===== src/rtl/mda_pkg.sv =====
package mda_pkg;
  localparam int unsigned ADDR_W = 4;

  localparam logic [ADDR_W-1:0] ADR_CTRL = 4'd0;
  localparam logic [ADDR_W-1:0] ADR_A_LO = 4'd1;
  localparam logic [ADDR_W-1:0] ADR_A_HI = 4'd2;
  localparam logic [ADDR_W-1:0] ADR_B_LO = 4'd3;
  localparam logic [ADDR_W-1:0] ADR_B_HI = 4'd4;

  typedef enum logic [1:0] {
    MODE_MUL     = 2'd0,
    MODE_DIV     = 2'd1,
    MODE_MAC     = 2'd2,
    MODE_MAC_ALT = 2'd3
  } mode_e;
endpackage


===== src/rtl/mda_regs.sv =====
module mda_regs
  import mda_pkg::*;
#(
  parameter int unsigned DATA_W = 8,
  localparam int unsigned OP_W  = 2 * DATA_W
) (
  input  logic              clk_i,
  input  logic              rst_ni,
  input  logic              wr_en_i,
  input  logic [ADDR_W-1:0] addr_i,
  input  logic [DATA_W-1:0] wdata_i,
  output mode_e             mode_o,
  output logic [OP_W-1:0]   op_a_o,
  output logic [OP_W-1:0]   op_b_o,
  output logic [OP_W-1:0]   op_b_eff_o,
  output logic              start_o,
  output logic              clr_o
);
  mode_e           mode_q;
  logic [OP_W-1:0] a_q, b_q;

  always_ff @(posedge clk_i or negedge rst_ni) begin
    if (!rst_ni) begin
      mode_q <= MODE_MUL;
      a_q    <= '0;
      b_q    <= '0;
    end else if (wr_en_i) begin
      unique case (addr_i)
        ADR_CTRL: mode_q               <= mode_e'(wdata_i[1:0]);
        ADR_A_LO: a_q[DATA_W-1:0]      <= wdata_i;
        ADR_A_HI: a_q[OP_W-1:DATA_W]   <= wdata_i;
        ADR_B_LO: b_q[DATA_W-1:0]      <= wdata_i;
        ADR_B_HI: b_q[OP_W-1:DATA_W]   <= wdata_i;
        default: ;
      endcase
    end
  end

  assign start_o    = wr_en_i && (addr_i == ADR_B_HI);
  assign clr_o      = wr_en_i && (addr_i == ADR_CTRL) && wdata_i[1];
  // operand B as seen by the launching write: new high byte, held low byte
  assign op_b_eff_o = {wdata_i, b_q[DATA_W-1:0]};
  assign mode_o     = mode_q;
  assign op_a_o     = a_q;
  assign op_b_o     = b_q;
endmodule


===== src/rtl/mda_divider.sv =====
module mda_divider #(
  parameter int unsigned OP_W = 16
) (
  input  logic [OP_W-1:0] dividend_i,  // signed
  input  logic [OP_W-1:0] divisor_i,   // unsigned
  output logic [OP_W-1:0] quot_o,
  output logic [OP_W-1:0] rem_o
);
  logic            neg;
  logic [OP_W-1:0] mag, q_u, r_u;
  logic [OP_W:0]   part [OP_W+1];

  assign neg     = dividend_i[OP_W-1];
  assign mag     = neg ? (~dividend_i + OP_W'(1)) : dividend_i;
  assign part[0] = '0;

  // restoring division, one stage per quotient bit, MSB first
  for (genvar i = 0; i < OP_W; i++) begin : g_stage
    logic [OP_W:0] trial;
    logic          ge;
    assign trial           = {part[i][OP_W-1:0], mag[OP_W-1-i]};
    assign ge              = trial >= {1'b0, divisor_i};
    assign part[i+1]       = ge ? (trial - {1'b0, divisor_i}) : trial;
    assign q_u[OP_W-1-i]   = ge;
  end

  assign r_u = part[OP_W][OP_W-1:0];

  always_comb begin
    if (divisor_i == '0) begin
      quot_o = '0;
      rem_o  = dividend_i;
    end else begin
      quot_o = neg ? (~q_u + OP_W'(1)) : q_u;
      rem_o  = neg ? (~r_u + OP_W'(1)) : r_u;
    end
  end
endmodule


===== src/rtl/mda_datapath.sv =====
module mda_datapath #(
  parameter int unsigned OP_W  = 16,
  parameter int unsigned ACC_W = 40
) (
  input  logic [OP_W-1:0]  op_a_i,
  input  logic [OP_W-1:0]  op_b_i,
  input  logic [ACC_W-1:0] acc_i,
  output logic [ACC_W-1:0] mul_o,
  output logic [ACC_W-1:0] div_o,
  output logic [ACC_W-1:0] mac_o,
  output logic             mac_ovf_o
);
  localparam int unsigned PROD_W = 2 * OP_W;
  localparam int unsigned EXT_W  = ACC_W - PROD_W;

  logic signed [PROD_W-1:0] prod;
  logic        [OP_W-1:0]   quot, rem;

  assign prod  = $signed(op_a_i) * $signed(op_b_i);
  assign mul_o = {{EXT_W{prod[PROD_W-1]}}, prod};

  mda_divider #(.OP_W(OP_W)) u_div (
    .dividend_i (op_a_i),
    .divisor_i  (op_b_i),
    .quot_o     (quot),
    .rem_o      (rem)
  );

  assign div_o = {{EXT_W{1'b0}}, rem, quot};

  assign mac_o     = acc_i + mul_o;
  // signed wrap: addends agree in sign, sum does not
  assign mac_ovf_o = (acc_i[ACC_W-1] == mul_o[ACC_W-1]) &&
                     (mac_o[ACC_W-1] != acc_i[ACC_W-1]);
endmodule


===== src/rtl/mul_div_acc.sv =====
module mul_div_acc
  import mda_pkg::*;
#(
  parameter int unsigned DATA_W = 8,
  parameter int unsigned ACC_W  = 40
) (
  input  logic              clk_i,
  input  logic              rst_ni,
  input  logic              wr_en_i,
  input  logic [3:0]        addr_i,
  input  logic [DATA_W-1:0] wdata_i,
  output logic [DATA_W-1:0] rdata_o,
  output logic              ovf_o
);
  localparam int unsigned OP_W      = 2 * DATA_W;
  localparam int unsigned RES_BYTES = ACC_W / DATA_W;
  localparam int unsigned IDX_W     = $clog2(RES_BYTES);

  mode_e            mode;
  logic [OP_W-1:0]  op_a, op_b_q, op_b_eff;
  logic             start, clr;
  logic [ACC_W-1:0] acc_q, mul_res, div_res, mac_res;
  logic             mac_ovf, ovf_q;

  mda_regs #(.DATA_W(DATA_W)) u_regs (
    .clk_i      (clk_i),
    .rst_ni     (rst_ni),
    .wr_en_i    (wr_en_i),
    .addr_i     (addr_i),
    .wdata_i    (wdata_i),
    .mode_o     (mode),
    .op_a_o     (op_a),
    .op_b_o     (op_b_q),
    .op_b_eff_o (op_b_eff),
    .start_o    (start),
    .clr_o      (clr)
  );

  mda_datapath #(.OP_W(OP_W), .ACC_W(ACC_W)) u_dp (
    .op_a_i    (op_a),
    .op_b_i    (op_b_eff),
    .acc_i     (acc_q),
    .mul_o     (mul_res),
    .div_o     (div_res),
    .mac_o     (mac_res),
    .mac_ovf_o (mac_ovf)
  );

  always_ff @(posedge clk_i or negedge rst_ni) begin
    if (!rst_ni) begin
      acc_q <= '0;
      ovf_q <= 1'b0;
    end else if (clr) begin
      acc_q <= '0;
      ovf_q <= 1'b0;
    end else if (start) begin
      unique case (mode)
        MODE_MUL: acc_q <= mul_res;
        MODE_DIV: acc_q <= div_res;
        default: begin
          acc_q <= mac_res;
          ovf_q <= ovf_q | mac_ovf;
        end
      endcase
    end
  end

  logic [DATA_W-1:0] res_byte [RES_BYTES];
  for (genvar g = 0; g < RES_BYTES; g++) begin : g_rd
    assign res_byte[g] = acc_q[g*DATA_W +: DATA_W];
  end

  assign rdata_o = (int'(addr_i) < RES_BYTES) ? res_byte[addr_i[IDX_W-1:0]] : '0;
  assign ovf_o   = ovf_q;
endmodule


===== config.mk =====
export PLATFORM = sky130hd
export DESIGN_NAME = mul_div_acc
export DESIGN_NICKNAME = d
export VERILOG_FILES = /design/src/rtl/mda_pkg.sv /design/src/rtl/mda_regs.sv /design/src/rtl/mda_divider.sv /design/src/rtl/mda_datapath.sv /design/src/rtl/mul_div_acc.sv
export SDC_FILE = /design/constraint.sdc
export NUM_CORES = 1
export LEC_CHECK = 0
export ABC_CLOCK_PERIOD_IN_PS = 91000
export BUFFER_PORTS_ARGS = -buffer_cell sky130_fd_sc_hd__buf_2
export CORE_ASPECT_RATIO = 1.5
export CORE_UTILIZATION = 44
export DETAILED_ROUTE_END_ITERATION = 10
export GPL_TIMING_DRIVEN = 1
export HOLD_SLACK_MARGIN = 0.08
export PLACE_DENSITY = 0.57
export SLEW_MARGIN = 20
export SYNTH_ARGS = -nofsm -noshare
export SYNTH_HDL_FRONTEND = slang
export SYNTH_SLANG_ARGS = --single-unit

===== constraint.sdc =====
create_clock -name clk_i -period 91 [get_ports clk_i]
set_input_delay 9.1 -clock clk_i [delete_from_list [all_inputs] [get_ports clk_i]]
set_output_delay 9.1 -clock clk_i [all_outputs]
set_load 0.005 [all_outputs]

==> impl_metrics.json <==
{
  "outcome": "finished, final reports clean",
  "max_freq_mhz": 14.84,
  "first_pass_iters": 7,
  "postRouteAntennaNets": 0,
  "grt.busiest_layer": "met2",
  "routed_wirelength_um": 102700,
  "setup_ws_ns": 23.63,
  "path_clk_slew_ns": 0.07,
  "async_reset_ff_share_pct": 100.0,
  "wl_per_cell_um": 21.64,
  "crit_path_start_kind": "input port",
  "io_buffers": 23,
  "antenna-diode-count": 0,
  "cts_made_buffers": 9,
  "whs_ns": 0.5021,
  "cp-startpoint": "wdata_i[1]",
  "setup_tns_ns": 0,
  "setup_viol": 0,
  "initial_core_util_pct": 44.68,
  "drt_iter0_drc": 1579,
  "cts_resized": 0,
  "synth_edf_count": 0,
  "r2r_start": "u_regs.op_a_o[5]$_DFFE_PN0P_",
  "maxCapViolCount": 0,
  "drive_gt1_share_pct": 7.163,
  "critical_path_class": "in2reg",
  "path_common_cell": "o21ai_0",
  "grt_util_met2_pct": 53.73,
  "grt_pass1_wl_um": 158900,
  "hold_path.class": "reg2reg",
  "end_kind": "flop",
  "min_period_ns": 67.37,
  "core_area_um2": 68070,
  "via_count": 27950,
  "area_delta_synth_final_pct": 4.410,
  "fin_skew_ns": 0.01059,
  "r2r-end": "acc_q[14]$_DFFE_PN0P_",
  "rows": 117,
  "ff2ff_path_depth": 250,
  "clk_latency_ns": 0.38,
  "h-tree-depth": 3,
  "slowest_delay_ns": 0.87,
  "die_h_um": 324,
  "yosys_most_used_dff": "dfrtp_1",
  "rsz0062_at_grt": "false",
  "syn_avg_cell_area_um2": 7.789,
  "required_ns": 91.31,
  "gr-usage-met3_pct": 1.622,
  "cts_tree": "done",
  "hold_viol": 0,
  "crit_path_end": "acc_q[14]$_DFFE_PN0P_",
  "grt_use_met1_pct": 34.11,
  "slew_headroom_pct": 22.68,
  "yosys_warnings": 0,
  "clockRootBuffer": "clkbuf_16",
  "slew_violations": 0,
  "clock_path_buffers": 2,
  "arrival_ns": 67.68,
  "syn_area_um2": 30410,
  "grt_pass1_vias": 27900,
  "post_cts_buffers": 0,
  "r2r_slack_ns": 30.16,
  "grt_max_degree": 57,
  "cp_max_fo": 34,
  "yosysSeqAreaShare_pct": 5.513,
  "cp_slowest_cell": "a211oi_1",
  "die_x_um": 216.7,
  "clock-sinks": 67,
  "cts_hold_buffers": 0,
  "pre_cts_ws_ns": 24.21,
  "ioPinCount": 24,
  "place_hpwl_um": 81350,
  "drc_errors": 0,
  "grt_use_total_pct": 29.20,
  "ys_seq_elements": 67,
  "via_per_inst": 5.890,
  "place_congestion": 0.9495,
  "antenna_found_initial": 0,
  "dieArea_um2": 70200,
  "gr-total-overflow": 0,
  "worst_slew_pin_slew_ns": 1.131,
  "ys_types": 114,
  "period_share_pct": 74.03,
  "syn_nets": 4564,
  "nNetsFinal": 4507,
  "syn_inst": 3905
}
[logic make-up after synthesis]
group                      count (synthesis)  share of synthesized area (%)
and+or+nand+nor                         1250                          19.71
AOI/OAI and AO/OA                        952                          20.77
adders and majority gates                644                          33.36
buffers and inverters                    588                          7.533
xor gates and xnor gates                 241                          6.940
muxes                                    163                          6.179
DFF                                       67                          5.513
[how the worst min path moves through the flow]
stage                     depth (start not counted)                    end                  start
final                                             2      ovf_o$_DFFE_PN0P_      ovf_o$_DFFE_PN0P_
after global routing                              2      ovf_o$_DFFE_PN0P_      ovf_o$_DFFE_PN0P_
after CTS                                         2      ovf_o$_DFFE_PN0P_      ovf_o$_DFFE_PN0P_
after detailed placement                          2      ovf_o$_DFFE_PN0P_      ovf_o$_DFFE_PN0P_
after global placement                            2      ovf_o$_DFFE_PN0P_      ovf_o$_DFFE_PN0P_
after floorplan                                   2  acc_q[33]$_DFFE_PN0P_  acc_q[33]$_DFFE_PN0P_
[per-stage QoR]
stage / utilization (%) / instances / instance area (µm²)
after global placement: 46.16 / 4729 / 31420
after CTS: 46.65 / 4745 / 31760
final: 46.65 / 4745 / 31760
after global routing: 46.65 / 4745 / 31760
after detailed placement: 46.16 / 4729 / 31420
after floorplan: - / 3905 / 30410
[layout by cell type, fill, tap and decap left out, types with 73 or more instances in the layout]
| cell type | n |
|---|---|
| xnor2_1 | 155 |
| inv_1 | 443 |
| ha_1 | 366 |
| nor3_1 | 73 |
| nor2_1 | 275 |
| a21oi_1 | 226 |
| xor2_1 | 86 |
| a21o_1 | 84 |
| and2_1 | 88 |
| fa_1 | 278 |
| mux2_2 | 102 |
| nand2_1 | 453 |
| o21ai_0 | 250 |
[final cells by class]
class                           count  area (µm²)
Timing Repair Buffer               69       462.9
Clock buffer                        9       225.2
Clock inverter                      7       106.4
Multi-Input combinational cell   3250       26470
Inverter                          451        1693
Sequential cell                    67        1679
Tap cell                          892        1116
Fill cell                        6933       36320
[synthesized netlist by cell type (51+ instances only)]
master / n / area share, %
fa_1: 278 / 18
ha_1: 366 / 15
clkbuf_1: 91 / 1.1
nor2_1: 275 / 3.4
nand3_1: 63 / 1.0
nand2_1: 453 / 5.6
o21ai_0: 250 / 4.1
a21oi_1: 226 / 3.7
mux2_2: 102 / 3.8
nand2b_1: 55 / 1.1
xnor2_1: 155 / 4.5
and2_1: 88 / 1.8
a21o_1: 84 / 2.1
nor2b_1: 64 / 1.3
inv_1: 443 / 5.5
xor2_1: 86 / 2.5
dfrtp_1: 67 / 5.5
a21boi_0: 51 / 1.3
nor3_1: 74 / 1.2
[critical path, delay by kind of cell]
family / cells / cell delay (ns)
buffers and inverters: 18 / 2.67
AND/OR/NAND/NOR: 57 / 12.34
AO/OA/AOI/OAI: 141 / 33.89
XOR/XNOR: 1 / 0.26
multiplexers: 14 / 5.21
adder cells (fa/ha/maj): 16 / 4.01
[per-layer routing]
layer  share of wire, %  vias to the layer above
li1                   -                    13390
met5                  0                        -
met3                3.5                      226
met2                 51                      751
met1                 40                    13580
met4                5.2                        0
[flip-flops by register name, indices dropped and copies added, names as in the netlist]
| name | flops |
|---|---|
| ovf_o | 1 |
| u_regs.op_b_o | 8 |
| acc_q | 40 |
| u_regs.mode_o | 2 |
| u_regs.op_a_o | 16 |
Power is not shown: default switching activity piles up to over one toggle a cycle in this logic, so the estimate is an artifact.
